**src/rtl/ps2PortPkg.sv**
```systemverilog
package ps2PortPkg;

  typedef enum logic [2:0] {
    SEL_NONE,
    SEL_CTRL,
    SEL_STAT,
    SEL_DATA,
    SEL_DIV,
    SEL_ISTAT,
    SEL_ID
  } regSel_e;

  typedef struct packed {
    logic    rdEn;
    regSel_e sel;
    logic [2:0] idWord;
    logic    wrCtrl;
    logic    wrDiv;
    logic    wrData;
    logic    rdData;
  } busStrobes_t;

  localparam int IRQ_RX_BIT  = 4;
  localparam int IRQ_ALL_BIT = 3;

  function automatic logic [7:0] idValue(input logic [2:0] word);
    logic [7:0] v;
    case (word)
      3'd0: v = 8'h50;
      3'd1: v = 8'h10;
      3'd2: v = 8'h04;
      3'd3: v = 8'h00;
      3'd4: v = 8'h0D;
      3'd5: v = 8'hF0;
      3'd6: v = 8'h05;
      default: v = 8'hB1;
    endcase
    return v;
  endfunction

endpackage

```
**src/rtl/ps2PortCtrl.sv**
```systemverilog
module ps2PortCtrl
  import ps2PortPkg::*;
#(
  parameter int ADDR_W = 12,
  parameter logic [ADDR_W-1:0] ID_BASE = 12'hFE0
) (
  input  logic              clk,
  input  logic              rstN,
  input  logic              busValid,
  input  logic              busWrite,
  input  logic [ADDR_W-1:0] busAddr,
  output busStrobes_t       strb
);

  localparam int IDX_W = ADDR_W - 2;
  localparam logic [IDX_W-1:0] I_CTRL  = IDX_W'(0);
  localparam logic [IDX_W-1:0] I_STAT  = IDX_W'(1);
  localparam logic [IDX_W-1:0] I_DATA  = IDX_W'(2);
  localparam logic [IDX_W-1:0] I_DIV   = IDX_W'(3);
  localparam logic [IDX_W-1:0] I_ISTAT = IDX_W'(4);

  logic [IDX_W-1:0]  idx;
  logic [ADDR_W-1:0] idOffset;
  logic              idHit;

  assign idx      = busAddr[ADDR_W-1:2];
  assign idHit    = (busAddr >= ID_BASE);
  assign idOffset = busAddr - ID_BASE;

  always_comb begin
    strb        = '0;
    strb.sel    = SEL_NONE;
    strb.idWord = idOffset[4:2];
    if (busValid) begin
      strb.rdEn = !busWrite;
      if (idHit) begin
        strb.sel = SEL_ID;
      end else begin
        case (idx)
          I_CTRL: begin
            strb.sel    = SEL_CTRL;
            strb.wrCtrl = busWrite;
          end
          I_STAT:  strb.sel = SEL_STAT;
          I_DATA: begin
            strb.sel    = SEL_DATA;
            strb.wrData = busWrite;
            strb.rdData = !busWrite;
          end
          I_DIV: begin
            strb.sel   = SEL_DIV;
            strb.wrDiv = busWrite;
          end
          I_ISTAT: strb.sel = SEL_ISTAT;
          default: strb.sel = SEL_NONE;
        endcase
      end
    end
  end

  AST_ONE_ACTION: assert property (@(posedge clk) disable iff (!rstN)
    $onehot0({strb.wrCtrl, strb.wrDiv, strb.wrData, strb.rdData})) else $error("strobe clash");

  AST_ID_READONLY: assert property (@(posedge clk) disable iff (!rstN)
    (busValid && busWrite && busAddr >= ID_BASE) |-> !(strb.wrCtrl || strb.wrDiv || strb.wrData)) else $error("id write");

  AST_NO_STROBE_IDLE: assert property (@(posedge clk) disable iff (!rstN)
    !busValid |-> (strb.sel == SEL_NONE) && !strb.rdEn) else $error("idle strobe");

endmodule

```
**src/rtl/ps2PortDatapath.sv**
```systemverilog
module ps2PortDatapath
  import ps2PortPkg::*;
#(
  parameter int BUS_W  = 32,
  parameter int BYTE_W = 8
) (
  input  logic              clk,
  input  logic              rstN,
  input  busStrobes_t       strb,
  input  logic [BUS_W-1:0]  busWdata,
  output logic [BUS_W-1:0]  busRdata,
  input  logic              rxValid,
  input  logic [BYTE_W-1:0] rxByte,
  output logic              rxReady,
  output logic              txStrobe,
  output logic [BYTE_W-1:0] txByte,
  output logic              irq
);

  localparam int STAT_W = 7;

  logic [BUS_W-1:0]  ctrlReg;
  logic [BUS_W-1:0]  divReg;
  logic [BYTE_W-1:0] lastByte;
  logic [BYTE_W-1:0] holdByte;
  logic              pending;
  logic              parityBit;
  logic              popNow;
  logic              rxTake;
  logic [STAT_W-1:0] statWord;
  logic [BUS_W-1:0]  rdNext;

  assign rxReady   = !pending;
  assign rxTake    = rxValid && rxReady;
  assign popNow    = strb.rdData && pending;
  assign parityBit = ^lastByte;
  assign statWord  = {1'b1, 1'b0, pending, 1'b0, parityBit, 2'b00};
  assign irq       = (ctrlReg[IRQ_RX_BIT] && pending) || ctrlReg[IRQ_ALL_BIT];

  always_ff @(posedge clk) begin
    if (!rstN) begin
      ctrlReg <= '0;
      divReg  <= '0;
    end else begin
      if (strb.wrCtrl) ctrlReg <= busWdata;
      if (strb.wrDiv)  divReg  <= busWdata;
    end
  end

  always_ff @(posedge clk) begin
    if (!rstN) begin
      pending  <= 1'b0;
      holdByte <= '0;
      lastByte <= '0;
    end else begin
      if (popNow) begin
        lastByte <= holdByte;
        pending  <= 1'b0;
      end else if (rxTake) begin
        holdByte <= rxByte;
        pending  <= 1'b1;
      end
    end
  end

  always_ff @(posedge clk) begin
    if (!rstN) begin
      txStrobe <= 1'b0;
      txByte   <= '0;
    end else begin
      txStrobe <= strb.wrData;
      if (strb.wrData) txByte <= busWdata[BYTE_W-1:0];
    end
  end

  always_comb begin
    case (strb.sel)
      SEL_CTRL:  rdNext = ctrlReg;
      SEL_STAT:  rdNext = BUS_W'(statWord);
      SEL_DATA:  rdNext = BUS_W'(pending ? holdByte : lastByte);
      SEL_DIV:   rdNext = divReg;
      SEL_ISTAT: rdNext = BUS_W'({1'b1, pending});
      SEL_ID:    rdNext = BUS_W'(idValue(strb.idWord));
      default:   rdNext = '0;
    endcase
  end

  always_ff @(posedge clk) begin
    if (!rstN) busRdata <= '0;
    else if (strb.rdEn) busRdata <= rdNext;
  end

  AST_RX_ACCEPT: assert property (@(posedge clk) disable iff (!rstN)
    (rxValid && rxReady) |=> pending) else $error("rx not taken");

  AST_RX_HOLD: assert property (@(posedge clk) disable iff (!rstN)
    (pending && !strb.rdData) |=> (pending && $stable(holdByte))) else $error("held byte lost");

  AST_POP_CLEAR: assert property (@(posedge clk) disable iff (!rstN)
    (strb.rdData && pending) |=> (!pending && lastByte == $past(holdByte))) else $error("pop failed");

  AST_LAST_STABLE: assert property (@(posedge clk) disable iff (!rstN)
    !(strb.rdData && pending) |=> $stable(lastByte)) else $error("last byte moved");

  AST_TX_PULSE: assert property (@(posedge clk) disable iff (!rstN)
    txStrobe |-> $past(strb.wrData)) else $error("stray tx");

  AST_IRQ_QUIET: assert property (@(posedge clk) disable iff (!rstN)
    (!pending && !ctrlReg[IRQ_ALL_BIT]) |-> !irq) else $error("stray irq");

endmodule

```
**src/rtl/ps2PortRegs.sv**
```systemverilog
module ps2PortRegs
  import ps2PortPkg::*;
#(
  parameter int ADDR_W = 12,
  parameter int BUS_W  = 32,
  parameter int BYTE_W = 8,
  parameter logic [ADDR_W-1:0] ID_BASE = 12'hFE0
) (
  input  logic              clk,
  input  logic              rstN,
  input  logic              busValid,
  input  logic              busWrite,
  input  logic [ADDR_W-1:0] busAddr,
  input  logic [BUS_W-1:0]  busWdata,
  output logic [BUS_W-1:0]  busRdata,
  input  logic              rxValid,
  input  logic [BYTE_W-1:0] rxByte,
  output logic              rxReady,
  output logic              txStrobe,
  output logic [BYTE_W-1:0] txByte,
  output logic              irq
);

  busStrobes_t strb;

  ps2PortCtrl #(
    .ADDR_W (ADDR_W),
    .ID_BASE(ID_BASE)
  ) uCtrl (
    .clk     (clk),
    .rstN    (rstN),
    .busValid(busValid),
    .busWrite(busWrite),
    .busAddr (busAddr),
    .strb    (strb)
  );

  ps2PortDatapath #(
    .BUS_W (BUS_W),
    .BYTE_W(BYTE_W)
  ) uData (
    .clk     (clk),
    .rstN    (rstN),
    .strb    (strb),
    .busWdata(busWdata),
    .busRdata(busRdata),
    .rxValid (rxValid),
    .rxByte  (rxByte),
    .rxReady (rxReady),
    .txStrobe(txStrobe),
    .txByte  (txByte),
    .irq     (irq)
  );

endmodule

```
**config.mk**
```make
export PLATFORM = sky130hd
export DESIGN_NAME = ps2PortRegs
export DESIGN_NICKNAME = d
export VERILOG_FILES = /design/src/rtl/ps2PortPkg.sv /design/src/rtl/ps2PortCtrl.sv /design/src/rtl/ps2PortDatapath.sv /design/src/rtl/ps2PortRegs.sv
export SDC_FILE = /design/constraint.sdc
export NUM_CORES = 1
export LEC_CHECK = 0
export BUFFER_PORTS_ARGS = -buffer_cell sky130_fd_sc_hd__buf_4
export CAP_MARGIN = 20
export CORE_MARGIN = 2
export CORE_UTILIZATION = 40
export DETAILED_ROUTE_END_ITERATION = 6
export GPL_TIMING_DRIVEN = 1
export SLEW_MARGIN = 20
export SYNTH_ARGS = -nofsm -noshare
export SYNTH_HDL_FRONTEND = slang
export SYNTH_HIERARCHICAL = 1
export SYNTH_SLANG_ARGS = --single-unit
```
**constraint.sdc**
```tcl
create_clock -name clk -period 2.09 [get_ports clk]
set_clock_uncertainty 0.05 [all_clocks]
set_input_delay 0.3135 -clock clk [delete_from_list [all_inputs] [get_ports clk]]
set_output_delay 0.3135 -clock clk [all_outputs]
set_load 0.005 [all_outputs]
```
After elaboration in Yosys (flattened, before gate mapping) --
Cells that the tools add are included.
Cells by class: add/subtract/negate cells 1, multiplexer cells 11, magnitude comparators 1, bitwise gates (word level) 2, equality and inequality tests 16, reduce and logical (&&, ||, !) cells 11
Operators by type and width (count):
- $pmux 32 s6 | 1
- $pmux 8 s7 | 1
- $eq 10x2->1 const B | 2
- $eq 3x3->1 const B | 6
- $pmux 3 s5 | 1
- $eq 3x2->1 const B | 4
- $ge 12x12->1 const B | 1
- $mux 4 | 3
- $eq 10x1->1 const B | 1
- $eq 10x3->1 const B | 1
- $logic_not 10->1 | 1
- $mux 8 | 1
- $reduce_xor 8->1 | 1
- $eq 3x1->1 const B | 2
- $sub 5x1->5 const B | 1
- $logic_and 1x1->1 | 3
- $logic_not 3->1 | 1
- $mux 3 | 1
- $logic_not 1->1 | 2
- $mux 1 | 2
- $mux 2 | 1
- $not 1->1 | 2
- $reduce_and 2->1 | 1
- $reduce_or 2->1 | 1
- $logic_or 1x1->1 | 1
Storage, ports and cells: output and inout port bits 43, input bits 57, flip-flop bits (word level) 122, logic and storage cells 50

Logic depth before layout (Yosys ltp) --
Gate-level depths: netlist (run 1).
depth in word-level cells 7, mapped depth 10, depth with buffers taken out 8

Hierarchy --
Netlist (run 1), hierarchy kept.
Modules (own cells, without submodules):
- ps2PortDatapath | cells an instance 547, sequential area each 2442.3 um2, instances 1, area an instance 5051.1 um2
- ps2PortCtrl | cells an instance 29, sequential area each 0.0 um2, instances 1, area an instance 214.0 um2

Worst setup path after synthesis (run 1) --
No wires, ideal clock.
kind input to register, start input port busAddr[8], end register uData.busRdata[4], stages 8, required time 1.925 ns, library setup time 0.115 ns, arrival 1.907 ns, setup slack 0.018 ns, buffers on the path 1, cell sequence nor4_4 -> nand2_1 -> a211oi_1 -> buf_2 -> a31oi_1 -> a222oi_1 -> o22ai_1 -> and2_1
RTL lines:
- start, declared | RTL line ps2PortRegs.sv:13 | input logic [ADDR_W-1:0] busAddr,
- end signal, assigned | RTL line ps2PortDatapath.sv:90 | else if (strb.rdEn) busRdata <= rdNext;
- end, declared | RTL line ps2PortDatapath.sv:11 | output logic [BUS_W-1:0] busRdata,

==> metrics.md, run 1 <==
| Metric | Value |
|---|---|
| Clock latency at the later pin of the worst-skew pair | `between 0.4 and 0.5 ns` |
| Iteration-0 DRC Markers | `196` |
| Tcrit/Tclk final | `0.896` |
| Clock power share | `0.505` |
| Outcome | `finished, final reports clean` |
| Setup CP Type | `in2reg` |
| Post-layout util | `0.547` |
| Seq cells post-synth | `roughly 120` |
| Buf+Inv Stages, Crit Path | `2` |
| Layout area overhead | `32.3%` |
| Comb pwr share | `0.049` |
| Worst EP arrival | `approximately 2.1 ns` |
| Nets | `about 750` |
| Clock-pin slew of the registers on the worst-case setup and hold paths | `roughly 0.06 ns` |
| Most frequent cells in the layout | `buf_4 (131), dfxtp_1 (122), nor2_1 (94)` |
| CP Data Required Time | `2.34 ns` |
| Fin cells | `roughly 870` |
| Initial antenna violation count | `0` |
| Core Region | `approximately 13000 um2` |
| GRT met1 Usage | `0.240` |
| Slew margin rel. | `0.359` |
| GR Layer Usage met2 | `0.342` |
| Crit. End Element | `flop` |
| Min-delay worst type | `in2reg` |
| Synth top area share | `0.464` |
| GPL Wtd Cong | `0.837` |
| Clock root buffer | `clkbuf_16` |
| Sw Share | `0.223` |
| Vias per cell | `~5.0` |
| Ys async rst share | `0` |
| # rows | `between 40 and 50` |
| H-tree level count | `4` |
| Placed Cells | `between 800 and 900` |
| First-pass GRT wire length | `between 20000 and 25000 um` |
| Max Transition Viols Final | `0` |
| CTS max path bufs | `2` |
| Power Density | `759 nW/um2` |
| Routed WL | `13400 um` |
| Met3 usage | `0.0512` |
| Die height | `119 um` |
| Worst-margin pin slew | `0.960 ns` |
| Initial Util | `0.414` |
| Share of post-route cells with drive strength above 1 | `0.261` |
| Most common cell after layout, fill and taps aside | `buf_4` |
| Placed cell area | `about 6400 um2` |
| Antenna Cells | `0` |
| Ys flop type | `dfxtp_1` |
| Final setup viols | `0` |
| Startpoint Class | `input pin` |
| Fmax | `534 MHz` |
| Power Internal | `4.11 mW` |
| # DRC | `0` |
| Syn_nets | `~630` |
| CP cell instances | `buf_4 -> nor4_4 -> o211a_1 -> o21a_1 -> nand2b_1 -> buf_4 -> nor2_1 -> a21oi_1 -> o22ai_1 -> and2_1` |
| Maxcap violations | `0` |
| Port Buffer Count | `97` |
| Netlist cell types | `46` |
| CP top delay family | `simple AND/OR/NAND/NOR gates` |
| Sequential cell area fraction in the yosys report | `0.464` |
| Layer with the highest usage | `met2` |
| Ports | `100` |
| Critical path's slowest cell | `nor4_4` |
| Cell taking the most area after synthesis | `dfxtp_1` |
| Avg WL per Cell | `about 15 um` |
| Top cells by area, synth | `dfxtp_1 (46%), mux2i_1 (16%), nor2_1 (6.7%)` |
| RSZ-0062 raised after global routing | `false` |
| Cell Area, Synth | `5270 um2` |
| EDFF count, synth | `0` |
| Peak VDD IR | `701 uV` |
| Hold Vio Cnt, Final | `0` |
| Top cell by count, worst path | `buf_4` |
| CTS tree | `done` |
| Total CTS buffers | `17` |
| Die area | `roughly 14000 um2` |
| GRT overflow | `0` |
| Die X | `between 100 and 150 um` |
| Post-Syn Instances | `576` |
| Syn avg cell area | `a little over 9 um2` |
| Largest net degree at the start of global routing | `37` |
| Detail Route Antenna Nets | `0` |
| Critical Path Max Stage Delay | `about 0.34 ns` |
| Clock sinks | `122` |
| Max FO, Critical Path | `6` |
| Setup TNS | `0 ns` |
| Gr usage total | `0.197` |
| Initial DRT Pass Iterations | `5` |
| P_sw | `~1.2 mW` |
| Fill cells | `about 1200` |
| Post-route cell area | `about 7000 um2` |
| Leakage power | `roughly 2.6 nW` |
| Tmin final | `between 1.5 and 2 ns` |
| Hold Buf Count CTS | `0` |
| Vias in the first global route | `roughly 4500` |
| Yosys warnings | `6` |
| Sequential group share of total power | `0.446` |
| DPL Wire Length | `around 9200 um` |
| Vias | `4361` |
## per-layer routing
metal	vias to the layer above	share of wire
li1	2197	-
met1	2068	0.44
met2	88	0.51
met3	8	0.041
met4	0	0.0074
met5	-	0
## logic make-up after synthesis
logic type      share of synthesized area
compound gates                      0.125
mux                                 0.163
buf+inv                            0.0656
flops                               0.464
simple gates                        0.167
xor+xnor                           0.0150
## Yosys cell counts (2+ instances only)
| master | n |
|---|---|
| a211oi_1 | 6 |
| a21oi_1 | 20 |
| a22oi_1 | 24 |
| a31oi_1 | 2 |
| and2_1 | 29 |
| buf_2 | 15 |
| buf_4 | 7 |
| clkbuf_1 | 20 |
| dfxtp_1 | 122 |
| inv_1 | 34 |
| mux2i_1 | 86 |
| nand2_1 | 21 |
| nand2b_1 | 6 |
| nand3_1 | 5 |
| nand3_2 | 2 |
| nand4_1 | 2 |
| nor2_1 | 94 |
| nor2b_1 | 7 |
| nor3_1 | 5 |
| o211a_1 | 2 |
| o211ai_1 | 3 |
| o21ai_0 | 6 |
| o22ai_1 | 28 |
| xnor2_1 | 6 |
| xor2_1 | 3 |
## sequential cells by signal, summed over array words and instances (netlist names)
signal	cells
uData/txByte	8
uData/holdByte	8
uData/busRdata	32
uData/pending	1
uData/lastByte	8
uData/txStrobe	1
uData/ctrlReg	32
uData/divReg	32
## tightest hold or removal path: cells and delay by family
| family | cells | cell delay, ns |
|---|---|---|
| multiplexers | 1 | 0.05 |
| buffers and inverters | 1 | 0.08 |
| AND/OR/NAND/NOR | 1 | 0.07 |
## power by group through the flow
stage               registers, mW  logic [mW]  clock network (mW)
floorplan                    2.40       0.107                   0
global placement             2.41       0.254                   0
detailed placement           2.41       0.259                   0
CTS                          2.36       0.260                2.72
global route                 2.36       0.281                2.83
finish                       2.36       0.258                2.67
## final cells by class
class | instances | area, um2 | area share
Multi-Input combinational cell | 376 | 2500 | 0.359
Sequential cell | 122 | 2440 | 0.351
Timing Repair Buffer | 139 | 1130 | 0.163
Clock buffer | 18 | 439 | 0.0631
Tap cell | 172 | 215 | 0.0309
Inverter | 34 | 128 | 0.0183
Clock inverter | 13 | 105 | 0.0151
## final timing paths
kind	slack, ns	to	from	depth (start not counted)
worst max-delay path	0.22	uData/busRdata[1]	busAddr[8]	10
worst min-delay path	0.09	uData/holdByte[2]	rxByte[2]	3
worst max register to register	0.30	uData/holdByte[6]	uData/pending	3
worst min register to register	0.40	uData/lastByte[4]	uData/holdByte[4]	2
## through the flow
step / hold slack, ns / setup slack [ns] / power, mW
2_1_floorplan: 0.382 / 0.0180 / 2.51
3_3_place_gp: 0.394 / -0.202 / 2.66
3_5_place_dp: 0.397 / -0.202 / 2.67
4_1_cts: 0.0797 / 0.205 / 5.34
5_1_grt: 0.0952 / 0.0337 / 5.47
6_report: 0.0917 / 0.217 / 5.29
## what timing repair did
item,4_1_cts,5_1_grt
resized for setup,0,2
endpoints found under the setup margin,0,2
buffers inserted,0,0
(Power assumes the default switching activity.)
==> inputs of run 2 (changes only) <==
CORE_UTILIZATION = 50   (was 40)
PLACE_DENSITY = 0.76   (was not set)
==> run 2 against run 1 <==
  * Worst setup slack got worse by 0.041 ns
  * Wire length increased by 1.6%
  * Maximum frequency decreased by 2.1%
  * Power increased by 4.7%
  * Sequential share of layout area decreased by 1.3 points
  * Combinational power increased by 17%
  * Critical endpoint is now rxReady
  * Largest cell class unchanged
  * Largest power group unchanged
==> metrics.md, run 2 (synthesis results as in run 1) <==
| Metric | Value |
|---|---|
| Layer with the highest usage | `met2` |
| Hold Vio Cnt, Final | `0 (unchanged)` |
| Maxcap violations | `0 (unchanged)` |
| Hold Path End | `uData/divReg[4]` |
| CTS tree | `done` |
| Setup CP Type | `reg2out` |
| Outcome | `finished, final reports clean` |
| Ports | `100 (unchanged)` |
| Die height | `107 um (-10%)` |
| Most frequent cells in the layout | `buf_4 (128), dfxtp_1 (122), nor2_1 (94)` |
| Sw Share | `0.216 (-0.00691)` |
| Leakage power | `2.72 nW (+4.5%)` |
| Slew margin rel. | `0.382 (+0.0234)` |
| Gr usage total | `0.245 (+0.0479)` |
| Tmin final | `1.91 ns (+0.0411 ns)` |
| Comb pwr share | `0.055 (+0.006)` |
| Sequential Area | `2440 um2 (unchanged)` |
| Port Buffer Count | `97 (unchanged)` |
| Clock root buffer | `clkbuf_8` |
| Hold Buf Count CTS | `25 (+25)` |
| Routed WL | `13600 um (+1.6%)` |
| HP Start | `busWdata[4]` |
| Final setup viols | `0 (unchanged)` |
| Hold path depth | `3 (unchanged)` |
| Max Transition Viols Final | `0 (unchanged)` |
| Vias in the first global route | `4691 (+4.9%)` |
| GRT overflow | `0 (unchanged)` |
| Power Density | `767 nW/um2 (+0.96%)` |
| Tcrit/Tclk final | `0.916 (+0.0197)` |
| Crit. End Element | `output pin` |
| Post-route setup slack | `0.176 ns (-0.0411 ns)` |
| CP Data Required Time | `1.73 ns (-0.61 ns)` |
| Clock-pin slew of the registers on the worst-case setup and hold paths | `0.06 ns (about the same)` |
| First-pass GRT wire length | `21900 um (-0.78%)` |
| H-tree level count | `4 (unchanged)` |
| CTS max path bufs | `2 (unchanged)` |
| Fill cells | `794 (-32%)` |
| # DRC | `0 (unchanged)` |
| Top Registers | `uData/busRdata x32, uData/ctrlReg x32, uData/divReg x32` |
| Area of the multi-input gates | `2500 um2 (-0.10%)` |
| # rows | `37 (-9.8%)` |
| GRT met1 Usage | `0.279 (+0.0393)` |
| DPL Wire Length | `8800 um (-4.7%)` |
| Reg-to-reg startpoint | `uData/pending` |
| Worst Reg-to-Reg Cells | `3 (unchanged)` |
| Post-CTS setup buffers | `0 (unchanged)` |
| DP Worst Slack | `-0.310 ns (-0.108 ns)` |
| Max FO, Critical Path | `14 (+8)` |
| Clock latency at the later pin of the worst-skew pair | `0.53 ns (+0.12 ns)` |
| GR Layer Usage met2 | `0.433 (+0.0912)` |
| Initial antenna violation count | `0 (unchanged)` |
| Total CTS buffers | `17 (unchanged)` |
| P_sw | `1.20 mW (+1.5%)` |
| Clock power share | `0.520 (+0.015)` |
| Reg2reg setup slack | `0.32 ns (+0.02 ns)` |
| Antenna Cells | `0 (unchanged)` |
| Share of post-route cells with drive strength above 1 | `0.245 (-0.0162)` |
| Iteration-0 DRC Markers | `221 (+13%)` |
| CTS resizes | `0 (unchanged)` |
| RSZ-0062 raised after global routing | `false` |
| Avg WL per Cell | `15.7 um (+2.8%)` |
| Initial DRT Pass Iterations | `5 (unchanged)` |
| Power Internal | `4.34 mW (+5.7%)` |
| Vias | `4635 (+6.3%)` |
| Initial Util | `0.512 (+0.0984)` |
| Met3 usage | `0.0535 (+0.00234)` |
| Clock sinks | `122 (unchanged)` |
| Min-delay worst type | `in2reg` |
| Worst-margin pin slew | `0.925 ns (-0.0351 ns)` |
| Startpoint Class | `flop` |
| Fin cells | `864 (-1.1%)` |
| Most common cell after layout, fill and taps aside | `buf_4` |
| Vias per cell | `5.36 (+7.5%)` |
| Worst EP arrival | `1.55 ns (-0.58 ns)` |
| Post-layout util | `0.703 (+0.155)` |
| Nets | `772 (+3.3%)` |
| Die X | `107 um (-10%)` |
| Die area | `11400 um2 (-19%)` |
| Core Region | `10300 um2 (-19%)` |
| Placed Cells | `804 (-4.6%)` |
| Detail Route Antenna Nets | `0 (unchanged)` |
| Layout area overhead | `37.2%` |
| Largest net degree at the start of global routing | `40 (+8.1%)` |
| Peak VDD IR | `383 uV (-45%)` |
| R2r endpoint | `uData/holdByte[6]` |
| Total chip power | `5.54 mW (+4.7%)` |
| GPL Wtd Cong | `0.865 (+3.4%)` |
| Fmax | `522 MHz (-2.1%)` |
| Sequential group share of total power | `0.426 (-0.020)` |
-- run 2: worst max-delay path by stage --
stage / from / to / slack [ns]
global route: uData/pending / rxReady / 0.05
finish: uData/pending / rxReady / 0.18
floorplan: busAddr[8] / uData/busRdata[4] / 0.02
global placement: busAddr[8] / uData/busRdata[25] / -0.19
detailed placement: busAddr[8] / uData/busRdata[18] / -0.31
CTS: uData/pending / rxReady / 0.16
-- run 2: final cells by class --
cell class	count	share of cell area
Multi-Input combinational cell	376	0.346
Clock inverter	12	0.0206
Clock buffer	20	0.0603
Timing Repair Buffer	164	0.194
Sequential cell	122	0.338
Inverter	34	0.0177
Tap cell	136	0.0236
-- run 2: metal layers --
metal / wire length (um) / vias up
li1: - / 2251
met1: 5700 / 2211
met2: 7020 / 147
met3: 631 / 26
met4: 225 / 0
met5: 0 / -
-- run 2: power groups by stage --
stage	Sequential, mW	Clock [mW]	Combinational, mW
finish	2.36	2.88	0.302
global route	2.36	3.02	0.328
CTS	2.36	2.90	0.299
detailed placement	2.41	0	0.260
global placement	2.41	0	0.254
floorplan	2.40	0	0.107
-- run 2: worst max-delay path, stage by stage (launching register included) --
cell and delay, ns:
dfxtp_1 0.67, inv_1 0.18, buf_4 0.18
-- run 2: per-stage QoR --
| stage | instance area (um2) | TNS [ns] | hold slack [ns] |
|---|---|---|---|
| global placement | 6360 | -4.47 | 0.396 |
| global route | 7220 | 0 | 0.00165 |
| detailed placement | 6360 | -6.87 | 0.405 |
| CTS | 7190 | 0 | 0.000835 |
| floorplan | 5270 | 0 | 0.382 |
| finish | 7220 | 0 | 0.000757 |
